## config.mk

```make
export PLATFORM = sky130hd
export DESIGN_NAME = lbk_top
export DESIGN_NICKNAME = d
export VERILOG_FILES = /design/src/rtl/lbk_pkg.sv /design/src/rtl/lbk_tx_fcs.sv /design/src/rtl/lbk_path_mux.sv /design/src/rtl/lbk_rx_check.sv /design/src/rtl/lbk_top.sv
export SDC_FILE = /design/constraint.sdc
export NUM_CORES = 1
export LEC_CHECK = 0
export ABC_AREA = 1
export CAP_MARGIN = 10
export CORE_UTILIZATION = 30
export CTS_BUF_LIST = sky130_fd_sc_hd__clkbuf_16
export DETAILED_ROUTE_END_ITERATION = 10
export PLACE_DENSITY_LB_ADDON = 0.1
export REMOVE_ABC_BUFFERS = 1
export SYNTH_ARGS = -nofsm -noshare
export SYNTH_HDL_FRONTEND = slang
export SYNTH_HIERARCHICAL = 1
export SYNTH_SLANG_ARGS = --single-unit
```

## constraint.sdc

```tcl
create_clock -name clk -period 3 [get_ports clk]
set_input_delay 0.75 -clock clk [delete_from_list [all_inputs] [get_ports clk]]
set_output_delay 0.75 -clock clk [all_outputs]
set_load 0.02 [all_outputs]
```

## src/rtl/lbk_pkg.sv

```systemverilog
package lbk_pkg;

    typedef struct packed {
        logic       valid;
        logic       last;
        logic [7:0] data;
    } beat_t;

    typedef enum logic [1:0] {
        PATH_NORMAL,
        PATH_EXTERNAL,
        PATH_INT_MAC,
        PATH_INT_CODEC
    } path_e;

    localparam logic [31:0] CRC_POLY_REFL = 32'hEDB88320;
    localparam logic [31:0] CRC_INIT      = 32'hFFFF_FFFF;
    localparam logic [31:0] CRC_RESIDUE   = 32'hDEBB20E3;
    localparam int          FCS_BYTES     = 4;

    function automatic logic [31:0] crc_byte(logic [31:0] c, logic [7:0] d);
        logic [31:0] r;
        r = c;
        for (int b = 0; b < 8; b++) begin
            if (r[0] ^ d[b]) r = (r >> 1) ^ CRC_POLY_REFL;
            else             r = r >> 1;
        end
        return r;
    endfunction

    function automatic path_e decode_path(logic loop, logic codec, logic intl);
        if (!loop)     return PATH_NORMAL;
        else if (!intl) return PATH_EXTERNAL;
        else if (codec) return PATH_INT_CODEC;
        else            return PATH_INT_MAC;
    endfunction

endpackage

```

## src/rtl/lbk_tx_fcs.sv

```systemverilog
module lbk_tx_fcs
    import lbk_pkg::*;
(
    input  logic        clk,
    input  logic        rst,
    input  logic        fcs_off,
    input  logic        in_valid,
    input  logic        in_last,
    input  logic [7:0]  in_data,
    output logic        in_ready,
    output beat_t       out_beat
);
    localparam int CNT_W = $clog2(FCS_BYTES + 1);

    logic [CNT_W-1:0] left;
    logic [31:0]      crc;
    logic [31:0]      fcs;
    logic [31:0]      crc_nx;
    logic             take;

    assign in_ready = (left == '0);
    assign take     = in_valid && in_ready;
    assign crc_nx   = crc_byte(crc, in_data);

    always_ff @(posedge clk) begin
        if (rst) begin
            left     <= '0;
            crc      <= CRC_INIT;
            fcs      <= '0;
            out_beat <= '0;
        end else if (take) begin
            out_beat <= '{valid: 1'b1, last: in_last && fcs_off, data: in_data};
            if (in_last) begin
                crc <= CRC_INIT;
                if (!fcs_off) begin
                    fcs  <= ~crc_nx;
                    left <= CNT_W'(FCS_BYTES);
                end
            end else begin
                crc <= crc_nx;
            end
        end else if (left != '0) begin
            out_beat <= '{valid: 1'b1, last: (left == CNT_W'(1)), data: fcs[7:0]};
            fcs      <= fcs >> 8;
            left     <= left - CNT_W'(1);
        end else begin
            out_beat <= '0;
        end
    end

endmodule

```

## src/rtl/lbk_path_mux.sv

```systemverilog
module lbk_path_mux
    import lbk_pkg::*;
#(
    parameter int CODEC_LAT = 2
) (
    input  logic  clk,
    input  logic  rst,
    input  path_e path,
    input  beat_t tx_beat,
    input  beat_t net_beat,
    output beat_t line_beat,
    output beat_t rx_beat
);
    beat_t codec_beat;

    generate
        if (CODEC_LAT == 0) begin : g_no_delay
            assign codec_beat = tx_beat;
        end else begin : g_delay
            beat_t dly [CODEC_LAT];
            always_ff @(posedge clk) begin
                if (rst) begin
                    for (int i = 0; i < CODEC_LAT; i++) dly[i] <= '0;
                end else begin
                    dly[0] <= tx_beat;
                    for (int i = 1; i < CODEC_LAT; i++) dly[i] <= dly[i-1];
                end
            end
            assign codec_beat = dly[CODEC_LAT-1];
        end
    endgenerate

    always_comb begin
        line_beat = '0;
        rx_beat   = '0;
        unique case (path)
            PATH_NORMAL, PATH_EXTERNAL: begin
                line_beat = tx_beat;
                rx_beat   = net_beat;
            end
            PATH_INT_MAC:   rx_beat = tx_beat;
            PATH_INT_CODEC: rx_beat = codec_beat;
            default: ;
        endcase
    end

endmodule

```

## src/rtl/lbk_rx_check.sv

```systemverilog
module lbk_rx_check
    import lbk_pkg::*;
#(
    parameter int HASH_AT = 6,
    parameter int HASH_W  = 6
) (
    input  logic              clk,
    input  logic              rst,
    input  beat_t             rx_beat,
    output logic              fcs_done,
    output logic              fcs_ok,
    output logic              hash_valid,
    output logic [HASH_W-1:0] hash
);
    localparam int POS_W = $clog2(HASH_AT + 1);

    logic [31:0]      crc;
    logic [31:0]      crc_nx;
    logic [POS_W-1:0] pos;

    assign crc_nx = crc_byte(crc, rx_beat.data);

    always_ff @(posedge clk) begin
        if (rst) begin
            crc        <= CRC_INIT;
            pos        <= '0;
            fcs_done   <= 1'b0;
            fcs_ok     <= 1'b0;
            hash_valid <= 1'b0;
            hash       <= '0;
        end else begin
            fcs_done   <= 1'b0;
            hash_valid <= 1'b0;
            if (rx_beat.valid) begin
                if (pos == POS_W'(HASH_AT - 1)) begin
                    hash_valid <= 1'b1;
                    hash       <= crc_nx[31 -: HASH_W];
                end
                if (rx_beat.last) begin
                    fcs_done <= 1'b1;
                    fcs_ok   <= (crc_nx == CRC_RESIDUE);
                    crc      <= CRC_INIT;
                    pos      <= '0;
                end else begin
                    crc <= crc_nx;
                    if (pos < POS_W'(HASH_AT)) pos <= pos + POS_W'(1);
                end
            end
        end
    end

endmodule

```

## src/rtl/lbk_top.sv

```systemverilog
module lbk_top
    import lbk_pkg::*;
#(
    parameter int CODEC_LAT = 2,
    parameter int HASH_AT   = 6,
    parameter int HASH_W    = 6
) (
    input  logic              clk,
    input  logic              rst,
    input  logic              loop_en,
    input  logic              codec_in_loop,
    input  logic              int_loop,
    input  logic              tx_fcs_off,
    input  logic              rpa_reg,
    input  logic              tx_valid,
    input  logic              tx_last,
    input  logic [7:0]        tx_data,
    output logic              tx_ready,
    input  logic              net_valid,
    input  logic              net_last,
    input  logic [7:0]        net_data,
    output logic              line_valid,
    output logic              line_last,
    output logic [7:0]        line_data,
    output logic              rx_valid,
    output logic              rx_last,
    output logic [7:0]        rx_data,
    output logic              rx_fcs_done,
    output logic              rx_fcs_ok,
    output logic              rx_hash_valid,
    output logic [HASH_W-1:0] rx_hash,
    output logic              runt_accept
);
    beat_t tx_beat;
    beat_t net_beat;
    beat_t line_beat;
    beat_t rx_beat;
    path_e path;

    assign path     = decode_path(loop_en, codec_in_loop, int_loop);
    assign net_beat = '{valid: net_valid, last: net_last, data: net_data};

    lbk_tx_fcs u_tx_fcs (
        .clk      (clk),
        .rst      (rst),
        .fcs_off  (tx_fcs_off),
        .in_valid (tx_valid),
        .in_last  (tx_last),
        .in_data  (tx_data),
        .in_ready (tx_ready),
        .out_beat (tx_beat)
    );

    lbk_path_mux #(.CODEC_LAT(CODEC_LAT)) u_path (
        .clk       (clk),
        .rst       (rst),
        .path      (path),
        .tx_beat   (tx_beat),
        .net_beat  (net_beat),
        .line_beat (line_beat),
        .rx_beat   (rx_beat)
    );

    lbk_rx_check #(.HASH_AT(HASH_AT), .HASH_W(HASH_W)) u_rx_check (
        .clk        (clk),
        .rst        (rst),
        .rx_beat    (rx_beat),
        .fcs_done   (rx_fcs_done),
        .fcs_ok     (rx_fcs_ok),
        .hash_valid (rx_hash_valid),
        .hash       (rx_hash)
    );

    assign line_valid  = line_beat.valid;
    assign line_last   = line_beat.last;
    assign line_data   = line_beat.data;
    assign rx_valid    = rx_beat.valid;
    assign rx_last     = rx_beat.last;
    assign rx_data     = rx_beat.data;
    assign runt_accept = rpa_reg | loop_en;

endmodule

```

**Yosys cells after proc, flatten, opt, wreduce, memory -nomap -nowiden**

Memories as Yosys holds them, arrays and structs flattened.
Cells that the tools add are included.

- Word-level logic and storage cells: 116
- Memories kept: 1
- Memory bits (writable): 20
- Flip-flop bits (word level): 121
- Input port bits: 27
- Output and inout bits: 31

Memory list:

| memory | words | bits a word | read ports | clocked after memory_dff | write ports | RTL line | source |
|---|---|---|---|---|---|---|---|
| u_path.g_delay.dly | 2 | 10 | 2 | 0 | 2 | lbk_path_mux.sv:20 | `beat_t dly [CODEC_LAT];` |

- $add $sub $neg: 2
- Reductions and logical operators: 13
- Mux-type cells: 42
- Equal/unequal tests: 8
- Order comparisons: 1
- Bitwise logic cells: 37

Operators with widths:

| kind | count |
|---|---|
| $mux 32 | 22 |
| $not 13->14 | 16 |
| $mux 10 | 5 |
| $eq 32x32->1 const B | 1 |
| $not 32->32 | 1 |
| $pmux 10 s3 | 1 |
| $mux 3 | 6 |
| $xor 1x1->1 | 16 |
| $mux 1 | 6 |
| $reduce_and 2->1 | 3 |
| $eq 2x2->1 const B | 2 |
| $mux 2 | 2 |
| $ne 2x2->1 const B | 2 |
| $reduce_bool 2->1 | 2 |
| $reduce_or 2->1 | 2 |
| $add 3x1->3 const B | 1 |
| $eq 3x1->1 const B | 1 |
| $eq 3x3->1 const B | 1 |
| $logic_not 3->1 | 1 |
| $lt 3x3->1 const B | 1 |
| $or 1x1->1 | 3 |
| $reduce_and 3->1 | 1 |
| $reduce_bool 3->1 | 1 |
| $sub 3x1->3 const B | 1 |
| 4 further kinds | 5 |

**Depth between registers and ports, before layout**

- Depth in word-level cells: 23
- Gate-level depth with buffers: 21
- Depth with buffers taken out: 21

**By module**

Netlist, hierarchy kept.

By module, submodules not included:

| module | area an instance (µm²) | instances | cells an instance | seq. area each (µm²) |
|---|---|---|---|---|
| lbk_tx_fcs | 4241.6 | 1 | 601 | 1541.5 |
| lbk_rx_check | 3186.8 | 1 | 536 | 880.8 |
| lbk_path_mux | 818.3 | 1 | 118 | 400.4 |
| lbk_top | 26.3 | 1 | 6 | 0.0 |

**Worst setup path before layout**

Ideal clock, no wire load.

- Kind: input to register
- From: input codec_in_loop
- To: register u_rx_check.fcs_ok
- Path buffers: 1
- Arrival time: 2.846 ns
- Data required time: 2.941 ns
- Slack: 0.095 ns
- Stages on the path: 20
- Setup time: 0.059 ns
- Cells stage by stage: inv_1 a21oi_1 clkinv_1 nand3_1 nand3_1 nand2_1 nand2_4 nand2_4 nand2_2 buf_6 inv_8 ha_1 nand2_1 nor2_1 nand3_1 nor3_1 nand3_1 nor2_1 nand2_1 nand2_1

- Elaborated cells on any way between the ends: 34
- Classes of those cells: eq/ne (4); mux (12); bitwise (15); reduce/logical (3)

RTL lines:

| element | RTL line | source |
|---|---|---|
| start: declaration | lbk_top.sv:11 | `input logic codec_in_loop,` |
| $mux 1 * | lbk_pkg.sv:34 | `else if (codec) return PATH_INT_CODEC;` |
| $mux 2 * | lbk_pkg.sv:33 | `else if (!intl) return PATH_EXTERNAL;` |
| $mux 2 * | lbk_pkg.sv:32 | `if (!loop) return PATH_NORMAL;` |
| via path[0] | lbk_top.sv:38 | `path_e path;` |
| $eq 2x1->1 or $logic_not 2->1 (tied branches) | lbk_path_mux.sv:36 | `unique case (path)` |
| $reduce_or 2->1 | lbk_path_mux.sv:36 |  |
| $pmux 10 s3 * | lbk_path_mux.sv:36 |  |
| via rx_data[1] | lbk_top.sv:27 | `output logic [7:0] rx_data,` |
| $xor 1x1->1 * | lbk_pkg.sv:25 | `if (r[0] ^ d[b]) r = (r >> 1) ^ CRC_POLY_REFL;` |
| $mux 32 * (6 in a row) | lbk_pkg.sv:25 |  |
| $xor 1x1->1 * | lbk_pkg.sv:25 |  |
| $mux 32 * | lbk_pkg.sv:25 |  |
| via u_rx_check.crc_nx[31] | lbk_rx_check.sv:18 | `logic [31:0] crc_nx;` |
| $eq 32x32->1 * | lbk_rx_check.sv:41 | `fcs_ok <= (crc_nx == CRC_RESIDUE);` |
| end signal: assignment | lbk_rx_check.sv:41 |  |
| end: declaration | lbk_rx_check.sv:11 | `output logic fcs_ok,` |

The timed path passes the listed nets; every way through them passes the cells marked *.
A chain may end at the register's enable or synchronous reset.

**Worst setup path in the final report**

- From: register u_tx_fcs.left[0]
- To: output tx_ready

- Cells in the longest elaborated chain, start to end: 1

RTL lines:

| element | RTL line | source |
|---|---|---|
| start: declaration | lbk_tx_fcs.sv:15 | `logic [CNT_W-1:0] left;` |
| start signal: assignment | lbk_tx_fcs.sv:37 | `left <= CNT_W'(FCS_BYTES);` |
| start signal: assignment | lbk_tx_fcs.sv:45 | `left <= left - CNT_W'(1);` |
| $logic_not 3->1 | lbk_tx_fcs.sv:21 | `assign in_ready = (left == '0);` |
| end: declaration | lbk_top.sv:18 | `output logic tx_ready,` |

Every way passes these cells.

==> flow_summary.yaml <==
run_status:
  outcome: "complete, no violations"
cells_and_area:
  final_cell_mix: "nand2_1 (416), dfxtp_1 (141), inv_1 (115)"
  final_common_cell: "nand2_1"
  n_fill_cell: 2864
  final_layout_size_suffix_gt1_share_pct: 22.6
  diodes: 0
  area_delta_synth_final_pct: 32.7
  finalNetCount: 1438
flow_run:
  maxCapViolCount: 0
synth:
  synth_top_area_share_pct: 34.1
  synth-edff-count: 0
  yosys-top-cells-area: "dfxtp_1 (34%), nand2_1 (20%), nand3_1 (7.5%), inv_1 (5.5%), xor2_1 (3.9%)"
  synth_seq_cells: 141
  synthFlopType: "dfxtp_1"
  synth_cell_types: 40
  ys_seq_area_share_pct: 34.1
  synth_area_leader_cell: "dfxtp_1"
  yosysWarnings: 6
  syn_inst: 1261
  syn_area_per_cell_um2: 6.56
  async_flop_share_pct: 0
  synth_area_um2: 8270
timing:
  finalMaxSlewViolations: 0
  max_freq_mhz: 376
  maxSlewHeadroom_pct: 69.6
  final_hold_viol_count: 0
  fin_crit_sh_pct: 88.6
  fin_skew_ns: 0.0125
  rsz0062_at_grt: "no"
  whs_ns: 0.402
  fin_ws_ns: 0.341
  setup_viol: 0
  tns_ns: 0
  worst-slew-pin-transition_ns: 0.456
  post-route-min-period_ns: 2.66
placement:
  globalplace.congestion: 0.882
  place_ws_ns: -0.568
  dp_hpwl_um: 19200
  port_buffers: 57
global_route:
  grtUsageTotal_pct: 19.2
  grt_pass1_vias: 7586
  grt_overflow: 0
  grt_pass1_wl_um: 41900
  antenna_found_initial: 0
  grt_max_degree: 47
route:
  wl_met3_um: 1160
  drt-pass1-iter-count: 7
  route.met2.wl_um: 11600
  wl_um: 26700
  drt_first_iter_violations: 569
  top_layer_used: "met4"
  ant_nets: 0
  met1_length_um: 13700
  viasPerCell: 4.68
  wl_per_cell_um: 15.2
  drc: 0
  via_count: 8236
clock_network:
  cts.root.buffer_cell: "clkbuf_16"
  clock_sinks: 141
  clk_pin_slew_worst_paths_ns: 0.06
  insertion_delay_ns: 0.42
  cts_tree: "done"
  cts_buffer_depth: 2
  numCtsBuffers: 17
  cts_hold_buf: 0
  htreeDepth: 4
worst_setup_path:
  crit_path_end_kind: "output pin"
  critPathKind: "flip-flop to output pin"
  cp.required_ns: 2.25
  cp-start-kind: "flip-flop"
  critical_path_peak_fanout: 4
  crit_arrival_ns: 1.91
die:
  start_util_pct: 30.6
  fp.dieArea_um2: 28200
  rows: 60
  die_x_um: 168
  boundaryPins: 58
  core_area_um2: 27000
  die_y_um: 168
pwr:
  p_per_area_nw_per_um2: 804
  p_leak_nw: 5.39
  ir_drop_uv: 398
  finalPower_mw: 8.82
worst_hold_path:
  worstHoldPathType: "flip-flop to flip-flop"
-- through the flow --
stage / instance area, µm² / instances / util, %
after floorplan: 7980 / 1212 / -
after global placement: 9790 / 1705 / 36.2
after detailed placement: 9790 / 1705 / 36.2
after CTS: 10400 / 1738 / 38.5
after global routing: 11000 / 1759 / 40.6
final: 11000 / 1759 / 40.6
-- cell families (layout without fill, tap and decap cells) --
| family | after synthesis | in the layout | share of synthesized area (%) |
|---|---|---|---|
| and+or+nand+nor | 705 | 705 | 38.0 |
| buffers and inverters | 189 | 346 | 10.1 |
| AOI/OAI and AO/OA | 175 | 175 | 12.0 |
| DFF | 141 | 141 | 34.1 |
| xor gates and xnor gates | 45 | 45 | 4.85 |
| adders and majority gates | 6 | 6 | 0.907 |
-- worst paths after layout --
check                                      start                                    to  slack, ns  cells past startpoint
max reg2reg        u_tx_fcs/left[0]$_SDFFE_PP0P_         u_tx_fcs/fcs[12]$_SDFFE_PP0P_       0.84                     10
min reg2reg  u_path/g_delay.dly[0][2]$_SDFF_PP0_  u_path/g_delay.dly[0][12]$_SDFF_PP0_       0.40                      2
min          u_path/g_delay.dly[0][2]$_SDFF_PP0_  u_path/g_delay.dly[0][12]$_SDFF_PP0_       0.40                      2
max                u_tx_fcs/left[0]$_SDFFE_PP0P_                              tx_ready       0.34                      5
-- critical path: stages, from the launching register on --
cell	delay, ns
dfxtp_1	0.34
inv_1	0.09
ha_1	0.17
inv_1	0.07
nor2_4	0.17
clkdlybuf4s50_1	0.66
-- layout make-up --
class                      count  area (µm²)  area share [%]
clock buffer                  17         425            3.87
clock inverter                15         161            1.47
inverter                     140         548            4.99
multi-input combinational    931        4970            45.3
sequential                   141        2820            25.7
tap                          341         427            3.89
timing repair buffer         174        1630            14.8
-- sequential cells by signal, indices dropped and copies added, names as in the netlist --
signal	cells
u_path/g_delay.dly	20
u_rx_check/crc	32
u_rx_check/fcs_done	1
u_rx_check/fcs_ok	1
u_rx_check/hash	6
u_rx_check/hash_valid	1
u_rx_check/pos	3
u_tx_fcs/crc	32
u_tx_fcs/fcs	32
u_tx_fcs/left	3
u_tx_fcs/out_beat	10
-- synthesized netlist by cell type (3+ instances only) --
library cell / number
nand3_1: 124
inv_1: 121
nand2_1: 450
nand2_2: 48
o21ai_1: 3
buf_4: 7
a21oi_2: 3
xor2_1: 37
o22ai_1: 19
a21oi_1: 48
dfxtp_1: 141
xnor2_1: 7
ha_1: 6
clkbuf_8: 4
buf_2: 11
clkbuf_1: 21
or2_2: 3
nand2_4: 19
inv_2: 14
nand4_1: 4
a31oi_1: 20
nor2_1: 48
buf_6: 3
o211ai_1: 20
o21ai_0: 60
-- power by group --
part           switching, mW  total (mW)  internal [mW]
Clock                  0.909        2.15           1.24
Sequential             0.246        2.51           2.27
Combinational           2.58        4.16           1.58
Total                   3.74        8.82           5.09
-- per-layer routing --
| metal | track usage (%) | vias to the layer above |
|---|---|---|
| met4 | 4.43 | 0 |
| met2 | 29.4 | 160 |
| li1 | - | 4308 |
| met3 | 3.93 | 17 |
| met5 | 0 | - |
| met1 | 27.4 | 3751 |
-- repair_timing --
action / CTS / global route
gates cloned: 0 / 4
buffers inserted: 1 / 17
pin swaps: 0 / 34
setup endpoints to repair: 22 / 29
hold endpoints to repair: 0 / 0
gates resized for setup: 52 / 102
(Power assumes the default switching activity.)
